--- src/rtl/sec_rtc_pkg.sv ---
package sec_rtc_pkg;

  localparam int unsigned BYTE_W       = 8;
  localparam int unsigned RUN_BIT      = 7;
  localparam int unsigned ALARM_EN_BIT = 7;
  localparam int unsigned CLEAR_BIT    = 0;

  typedef enum logic [2:0] {
    RK_NONE,
    RK_CTRL,
    RK_ACTL,
    RK_TSET,
    RK_TLIVE,
    RK_AVAL,
    RK_ACLR
  } reg_kind_e;

  typedef struct packed {
    reg_kind_e  kind;
    logic [2:0] idx;
  } reg_sel_t;

  // Map an address onto a register kind and a byte index, for nb count bytes.
  function automatic reg_sel_t decode_addr(input int unsigned a, input int unsigned nb);
    reg_sel_t    s;
    int unsigned tset_base;
    int unsigned tlive_base;
    int unsigned aval_base;
    int unsigned aclr_addr;
    tset_base  = 2;
    tlive_base = tset_base + nb;
    aval_base  = tlive_base + nb;
    aclr_addr  = aval_base + nb;
    s.kind = RK_NONE;
    s.idx  = '0;
    if (a == 0) begin
      s.kind = RK_CTRL;
    end else if (a == 1) begin
      s.kind = RK_ACTL;
    end else if (a < tlive_base) begin
      s.kind = RK_TSET;
      s.idx  = 3'(a - tset_base);
    end else if (a < aval_base) begin
      s.kind = RK_TLIVE;
      s.idx  = 3'(a - tlive_base);
    end else if (a < aclr_addr) begin
      s.kind = RK_AVAL;
      s.idx  = 3'(a - aval_base);
    end else if (a == aclr_addr) begin
      s.kind = RK_ACLR;
    end
    return s;
  endfunction

  // Select byte i of a value, least significant byte first.
  function automatic logic [BYTE_W-1:0] byte_of(input logic [63:0] v, input int unsigned i);
    return v[i*BYTE_W +: BYTE_W];
  endfunction

endpackage

--- src/rtl/sec_rtc_counter.sv ---
module sec_rtc_counter #(
  parameter int unsigned CW = 32
) (
  input  logic          clk,
  input  logic          rst,
  input  logic          run,
  input  logic          tick,
  input  logic          load,
  input  logic [CW-1:0] load_val,
  output logic [CW-1:0] count
);

  logic step;
  assign step = run && tick && !load;

  always_ff @(posedge clk) begin
    if (rst) begin
      count <= '0;
    end else if (load) begin
      count <= load_val;
    end else if (step) begin
      count <= count + CW'(1);
    end
  end

endmodule

--- src/rtl/sec_rtc_regfile.sv ---
module sec_rtc_regfile
  import sec_rtc_pkg::*;
#(
  parameter int unsigned NB = 4,
  parameter int unsigned AW = 4,
  localparam int unsigned CW = NB * BYTE_W
) (
  input  logic              clk,
  input  logic              rst,
  input  logic              wr_en,
  input  logic [AW-1:0]     addr,
  input  logic [BYTE_W-1:0] wdata,
  output logic [BYTE_W-1:0] ctrl_q,
  output logic [BYTE_W-1:0] actl_q,
  output logic [CW-1:0]     alarm_val,
  output logic [CW-1:0]     load_val,
  output logic              load_ev,
  output logic              clr_ev
);

  reg_sel_t          wsel;
  logic [BYTE_W-1:0] stage_b [1:NB-1];
  logic [BYTE_W-1:0] alarm_b [NB];

  assign wsel = decode_addr(32'(addr), NB);

  always_ff @(posedge clk) begin
    if (rst) begin
      ctrl_q <= '0;
      actl_q <= '0;
      for (int i = 1; i < NB; i++) stage_b[i] <= '0;
      for (int i = 0; i < NB; i++) alarm_b[i] <= '0;
    end else if (wr_en) begin
      case (wsel.kind)
        RK_CTRL: ctrl_q <= wdata;
        RK_ACTL: actl_q <= wdata;
        RK_TSET: begin
          for (int i = 1; i < NB; i++)
            if (wsel.idx == 3'(i)) stage_b[i] <= wdata;
        end
        RK_AVAL: begin
          for (int i = 0; i < NB; i++)
            if (wsel.idx == 3'(i)) alarm_b[i] <= wdata;
        end
        default: ;
      endcase
    end
  end

  for (genvar g = 0; g < NB; g++) begin : g_alarm_pack
    assign alarm_val[g*BYTE_W +: BYTE_W] = alarm_b[g];
  end

  for (genvar g = 1; g < NB; g++) begin : g_stage_pack
    assign load_val[g*BYTE_W +: BYTE_W] = stage_b[g];
  end
  assign load_val[BYTE_W-1:0] = wdata;

  assign load_ev = wr_en && (wsel.kind == RK_TSET) && (wsel.idx == 3'd0);
  assign clr_ev  = wr_en && (wsel.kind == RK_ACLR) && wdata[CLEAR_BIT];

endmodule

--- src/rtl/sec_rtc_alarm.sv ---
module sec_rtc_alarm #(
  parameter int unsigned CW = 32
) (
  input  logic          clk,
  input  logic          rst,
  input  logic [CW-1:0] count,
  input  logic [CW-1:0] alarm_val,
  input  logic          alarm_en,
  input  logic          clr,
  output logic          hit,
  output logic          hit_rise,
  output logic          pending
);

  logic hit_q;

  assign hit      = alarm_en && (count == alarm_val);
  assign hit_rise = hit && !hit_q;

  always_ff @(posedge clk) begin
    if (rst) begin
      hit_q   <= 1'b0;
      pending <= 1'b0;
    end else begin
      hit_q <= hit;
      if (hit_rise)  pending <= 1'b1;
      else if (clr)  pending <= 1'b0;
    end
  end

endmodule

--- src/rtl/sec_rtc.sv ---
module sec_rtc
  import sec_rtc_pkg::*;
#(
  parameter int unsigned NB = 4,
  parameter int unsigned AW = 4
) (
  input  logic          clk,
  input  logic          rst,
  input  logic          tick_en,
  input  logic [AW-1:0] addr,
  input  logic          wr_en,
  input  logic [7:0]    wdata,
  input  logic          rd_en,
  output logic [7:0]    rdata,
  output logic          alarm_irq
);

  localparam int unsigned CW = NB * BYTE_W;

  logic [BYTE_W-1:0] ctrl_q;
  logic [BYTE_W-1:0] actl_q;
  logic [CW-1:0]     alarm_val;
  logic [CW-1:0]     load_val;
  logic              load_ev;
  logic              clr_ev;
  logic [CW-1:0]     count_q;
  logic              run;
  logic              hit;
  logic              hit_rise;
  logic              alarm_pend;
  reg_sel_t          rsel;
  logic [BYTE_W-1:0] rd_byte;
  logic [BYTE_W-1:0] rdata_q;

  sec_rtc_regfile #(.NB(NB), .AW(AW)) regs_i (
    .clk       (clk),
    .rst       (rst),
    .wr_en     (wr_en),
    .addr      (addr),
    .wdata     (wdata),
    .ctrl_q    (ctrl_q),
    .actl_q    (actl_q),
    .alarm_val (alarm_val),
    .load_val  (load_val),
    .load_ev   (load_ev),
    .clr_ev    (clr_ev)
  );

  assign run = ctrl_q[RUN_BIT];

  sec_rtc_counter #(.CW(CW)) cnt_i (
    .clk      (clk),
    .rst      (rst),
    .run      (run),
    .tick     (tick_en),
    .load     (load_ev),
    .load_val (load_val),
    .count    (count_q)
  );

  sec_rtc_alarm #(.CW(CW)) alm_i (
    .clk       (clk),
    .rst       (rst),
    .count     (count_q),
    .alarm_val (alarm_val),
    .alarm_en  (actl_q[ALARM_EN_BIT]),
    .clr       (clr_ev),
    .hit       (hit),
    .hit_rise  (hit_rise),
    .pending   (alarm_pend)
  );

  assign rsel = decode_addr(32'(addr), NB);

  always_comb begin
    case (rsel.kind)
      RK_CTRL:  rd_byte = ctrl_q;
      RK_ACTL:  rd_byte = actl_q;
      RK_TLIVE: rd_byte = byte_of(64'(count_q), 32'(rsel.idx));
      RK_AVAL:  rd_byte = byte_of(64'(alarm_val), 32'(rsel.idx));
      default:  rd_byte = '0;
    endcase
  end

  always_ff @(posedge clk) begin
    if (rst)        rdata_q <= '0;
    else if (rd_en) rdata_q <= rd_byte;
  end

  assign rdata     = rdata_q;
  assign alarm_irq = alarm_pend;

endmodule

--- config.mk ---
export PLATFORM = sky130hd
export DESIGN_NAME = sec_rtc
export DESIGN_NICKNAME = d
export VERILOG_FILES = /design/src/rtl/sec_rtc_pkg.sv /design/src/rtl/sec_rtc_counter.sv /design/src/rtl/sec_rtc_regfile.sv /design/src/rtl/sec_rtc_alarm.sv /design/src/rtl/sec_rtc.sv
export SDC_FILE = /design/constraint.sdc
export NUM_CORES = 1
export LEC_CHECK = 0
export ABC_AREA = 1
export BUFFER_PORTS_ARGS = -buffer_cell sky130_fd_sc_hd__clkbuf_2
export CAP_MARGIN = 20
export CORE_AREA = 3 3 105 107
export CTS_BUF_LIST = sky130_fd_sc_hd__clkbuf_16
export DETAILED_ROUTE_END_ITERATION = 8
export DIE_AREA = 0 0 108 110
export PLACE_DENSITY_LB_ADDON = 0.1
export SLEW_MARGIN = 20
export SYNTH_ARGS = -nofsm -noshare
export SYNTH_HDL_FRONTEND = slang
export SYNTH_SLANG_ARGS = --single-unit
--- constraint.sdc ---
create_clock -name clk -period 3.4 [get_ports clk]
set_input_delay 0.68 -clock clk [delete_from_list [all_inputs] [get_ports clk]]
set_output_delay 0.68 -clock clk [all_outputs]
set_load 0.05 [all_outputs]
# Word level (Yosys, flattened, before mapping)
# Memories as Yosys holds them, arrays and structs flattened.
# Index checks and enable logic that the tools add are counted.
# word_totals
word_cells,107
mem_bits_rw,56
register_bits,58
input_bits,17
memories,2
out_inout_bits,9
# classes
shifts,2
n_bitwise,7
eq_ne,12
muxes,55
reduce_logical,16
n_lt_le_gt_ge,3
n_addsub,4
# memory_table
memory,depth,word_bits,rd,rd_ports_with_merged_regs,write_ports,line_no,rtl
regs_i.alarm_b,4,8,4,0,4,sec_rtc_regfile.sv:23,logic [BYTE_W-1:0] alarm_b [NB];
regs_i.stage_b,3,8,3,0,3,sec_rtc_regfile.sv:22,logic [BYTE_W-1:0] stage_b [1:NB-1];
# op_table
op,n
$shiftx 64x7->8,2
$mux 32,2
$mux 8,7
$mux 1,36
$add 32x1->32 const B,1
$eq 32x32->1,1
$pmux 8 s4,1
$mux 3,7
$eq 3x2->1 const B,4
$mux 6,2
$eq 3x3->1 const B,3
$logic_and 1x1->1,8
$lt 4x4->1 const B,2
$or 1x1->1,7
$eq 3x1->1 const B,2
$sub 3x2->3 const B,2
$eq 4x1->1 const B,1
$eq 4x4->1 const B,1
$logic_not 4->1,1
$lt 4x3->1 const B,1
$reduce_and 2->1,2
$reduce_bool 2->1,2
$logic_not 3->1,1
$sub 3x3->3 const B,1
$logic_not 1->1,2

# Depth between registers and ports, before layout
# depth
word_depth,14
depth_mapped,14
mapped_depth_nobuf,13

# By module
# From an unflattened synthesis, not the netlist that was laid out.
# unflattened
hier_cells,1111
hier_area_um2,7628.6
# by_module_without_submodules
module,cells_per_inst,instances,seq_area_each_um2,area_per_inst_um2
sec_rtc_regfile,273,1,2001.9,3014.1
sec_rtc_counter,376,1,640.6,2346.0
sec_rtc,250,1,160.2,1352.5
sec_rtc_alarm,212,1,40.0,915.9

# Worst setup path after synthesis
# Ideal clock, no wire load.
# synth_timing
path_kind,in2reg
from,input port wr_en
to,"register, netlist name regs_i.stage_b[0][24]"
required_ns,3.071
arrival_ns,1.936
slack_ns,1.136
n_path_buf,3
stages,7
setup_time_ns,0.329
path_cell_list,clkbuf_1 inv_1 nor3_2 buf_4 buf_6 nand2_1 nand2_1
# synth_rtl
element,line_no,rtl
"start, declared",sec_rtc.sv:11,"input logic wr_en,"

# Final worst setup path
# layout_timing
from,input port addr[0]
to,register cnt_i.count[8]
# layout_between
elab_chain_len,13
elab_cells_between_ends,26
cone_classes,add/sub: 3; order compare: 3; eq/ne: 3; mux: 10; reduce/logical: 7
# layout_lines
element,line_no,rtl
"start, declared",sec_rtc.sv:10,"input logic [AW-1:0] addr,"
"parallel branches: the longest is 9 deep, another holds $lt 4x4->1",-,
$logic_and 1x1->1 *,sec_rtc_regfile.sv:59,assign load_ev = wr_en && (wsel.kind == RK_TSET) && (wsel.idx == 3'd0);
$logic_not 1->1,sec_rtc_counter.sv:14,assign step = run && tick && !load;
$logic_and 1x1->1,sec_rtc_counter.sv:14,
$reduce_bool 2->1 (no source line),-,
"end signal, assigned",sec_rtc_counter.sv:20,count <= load_val;
"end signal, assigned",sec_rtc_counter.sv:22,count <= count + CW'(1);
"end, declared",sec_rtc_counter.sv:10,output logic [CW-1:0] count
# Mark *: on every way between the ends.
# A chain may end at the register's enable or synchronous reset.

==> reports/qor.yml <==
vias_per_cell: 6.300
holdPathEnd: "regs_i.ctrl_q[6]$_SDFFE_PP0P_"
rsz0062_at_grt: "no"
ys_warn_count: 0
synth.most_common_cell: "nand2_1"
start_kind: "primary input"
die_w_um: 108
dr_total_vias: 6836
cts_buffer_depth: 2
grt_first_pass_wirelength_mm: 35.18
grt_usage: 0.4039
clkSinkCount: 114
leakage_nw: 2.890
ys_ff_latch: 114
die_h_um: 110
reg2reg_depth: 10
route.met3.wl_mm: 3.292
first_global_vias: 6102
drc_errors: 0
wl_mm: 23.09
antenna_found_initial: 0
synthFlopType: "dfxtp_1"
fin_skew_ps: 7.396
min_from: "regs_i.ctrl_q[6]$_SDFFE_PP0P_"
grt_overflow: 0
worstMarginPinSlew_ps: 997.1
fmax_ghz: 0.4051
clk_pin_slew_ps: 50
netlist_top_cells_count: "245 x nand2_1, 142 x nor2_1, 77 x inv_1, 70 x nand3_1"
hold_viol_final: 0
maxUsedRoutingLayer: "met4"
fin_nets: 955
met1_length_mm: 9.119
ios: 26
start_util: 0.6491
synth_nets: 936
synth.top_cell.area_share: 0.2532
grt_max_degree: 47
postSynthAreaPerCell_um2: 7.242
yosysUniqueCellTypes: 42
timing.rr.start: "cnt_i.count[0]$_SDFFE_PP0P_"
fin_ws_ps: 931.2
postCtsHoldBufs: 0
finalCritPeriodShare: 0.7261
setup_violations: 0
die_area_um2: 11880
drt-initial-drc-count: 1096
syn_inst: 917
final.setup.tns_ps: 0
crit_required_ps: 3690
antenna_cells: 0
drv_cap: 0
dp_hpwl_mm: 16.55
clk-insertion-delay-late_ps: 420
peakVddDrop_mv: 0.5086
synth_area_leaders: "edfxtp_1 25%, dfxtp_1 17%, nand2_1 14%"
cts_max_level: 4
synth_area_um2: 6641
r2r_slack_ps: 1050
cts_buffers: 17
core_area_um2: 10230
yosysTopAreaCell: "edfxtp_1"
hold_depth: 2
r2r-end: "cnt_i.count[26]$_SDFFE_PP0P_"
post-place-ws_ps: 558.1
crit_type: "primary input to flop"
ant_nets: 0
endpoint_kind: "flop"
first_pass_iters: 8
gp_congestion: 1.043
async_flop_share: 0
crit_fanout: 46
cp.arrival_ps: 2760
cts_resized: 0
synth_seq_area_share: 0.4280
cts_tree: "built"
detail_route.wl_per_cell_um: 21.28
slew_headroom: 0.3346
cts_setup_buffers: 0
power_density_nw_per_um2: 505.5
min-delay-path-class: "flop to flop"
synth_edf_count: 56
cts-root-buf: "clkbuf_16"
met2WireLength_mm: 9.720
synthToLayoutAreaGrowth_pct: 11.89
status: "finished, final reports clean"
portBuffers: 25
drv_slew: 0
fin_crit_ps: 2469
rows: 37
drive_above_1_share: 0.09800
## report_power, final
part	total, W	leakage [nW]	switching, W	internal (W)
sequential	0.00154	1.00	0.0000488	0.00149
combinational	0.000327	1.59	0.000245	0.0000811
clock	0.00189	0.296	0.000669	0.00122
total	0.00376	2.89	0.000963	0.00279
## cell families (layout without fill, tap and decap cells)
kind of cell,count (synthesis),in the layout,synth area share
AND/OR/NAND/NOR,532,532,0.3502
buffers and inverters,114,146,0.07461
adder cells (fa/ha/maj),2,2,0.003767
XOR/XNOR,19,19,0.02506
AO/OA/AOI/OAI,136,136,0.1183
flip-flops,114,114,0.4280
## cells in the final DEF (no fill, tap or decap), drive strengths merged
cell type  instances
a221oi             9
a21oi             58
and3               1
o21ai             39
o22ai              7
nand3             76
and2               1
edfxtp            56
nor4               1
nor3              29
clkbuf            42
buf                8
nand4             14
a22oi              1
clkinvlp           4
inv               84
a22o               1
nand2            251
clkinv             4
or2                4
a211oi             1
bufinv             4
o2111ai            3
nor2             150
dfxtp             58
xnor2              6
nand3b             5
xor2              13
o211ai            17
ha                 2
## critical path, stage by stage
cell and delay [ps]:
clkbuf_2 160, inv_1 140, nand3_1 90, nor2_1 160, o21ai_1 130, nor3_2 340
nand2_4 390, nand2_4 380, nor2_1 70, nor2_1 120, nor2_1 50
## layer usage
metal  vias to the layer above  track usage
li1                       3097            -
met1                      3123       0.5583
met2                       530       0.5777
met3                        86       0.1380
met4                         0       0.1740
met5                         -            0
## registers in the layout, indices dropped and copies added (netlist names)
signal          flops
cnt_i.count        32
regs_i.alarm_b     32
regs_i.stage_b     24
rdata               8
regs_i.actl_q       8
regs_i.ctrl_q       8
alm_i.hit_q         1
alm_i.pending       1
## area by class of cell
type / instances / area (µm²)
clock inverter: 15 / 192.7
fill: 813 / 2800
inverter: 81 / 311.5
multi-input combinational: 689 / 3303
clock buffer: 17 / 425.4
sequential: 114 / 2843
tap: 136 / 170.2
timing repair buffer: 33 / 185.2
## how the worst max path moves through the flow
stage / endpoint / slack, ps / start / cells past startpoint
global placement: regs_i.alarm_b[3][0]$_SDFFCE_PN0P_ / 600 / addr[2] / 10
finish: cnt_i.count[8]$_SDFFE_PP0P_ / 930 / addr[0] / 11
detailed placement: regs_i.alarm_b[3][4]$_SDFFCE_PN0P_ / 560 / addr[2] / 10
CTS: regs_i.alarm_b[3][2]$_SDFFCE_PN0P_ / 1000 / addr[2] / 10
global route: regs_i.alarm_b[3][2]$_SDFFCE_PN0P_ / 760 / addr[2] / 10
floorplan: regs_i.stage_b[0][24]$_SDFFCE_PN0P_ / 1140 / wr_en / 7
## metrics by stage
step	total power [W]	utilization	hold WS (ps)	instances	instance area, µm²
finish	0.003756	0.7263	466.5	1085	7431
global route	0.003841	0.7263	493.0	1085	7431
CTS	0.003733	0.7263	460.8	1085	7431
detailed placement	0.001877	0.6659	454.3	1053	6813
global placement	0.001870	0.6659	447.9	1053	6813
floorplan	0.001765	-	430.8	917	6641
No activity file was read; power rests on OpenSTA's default activity.
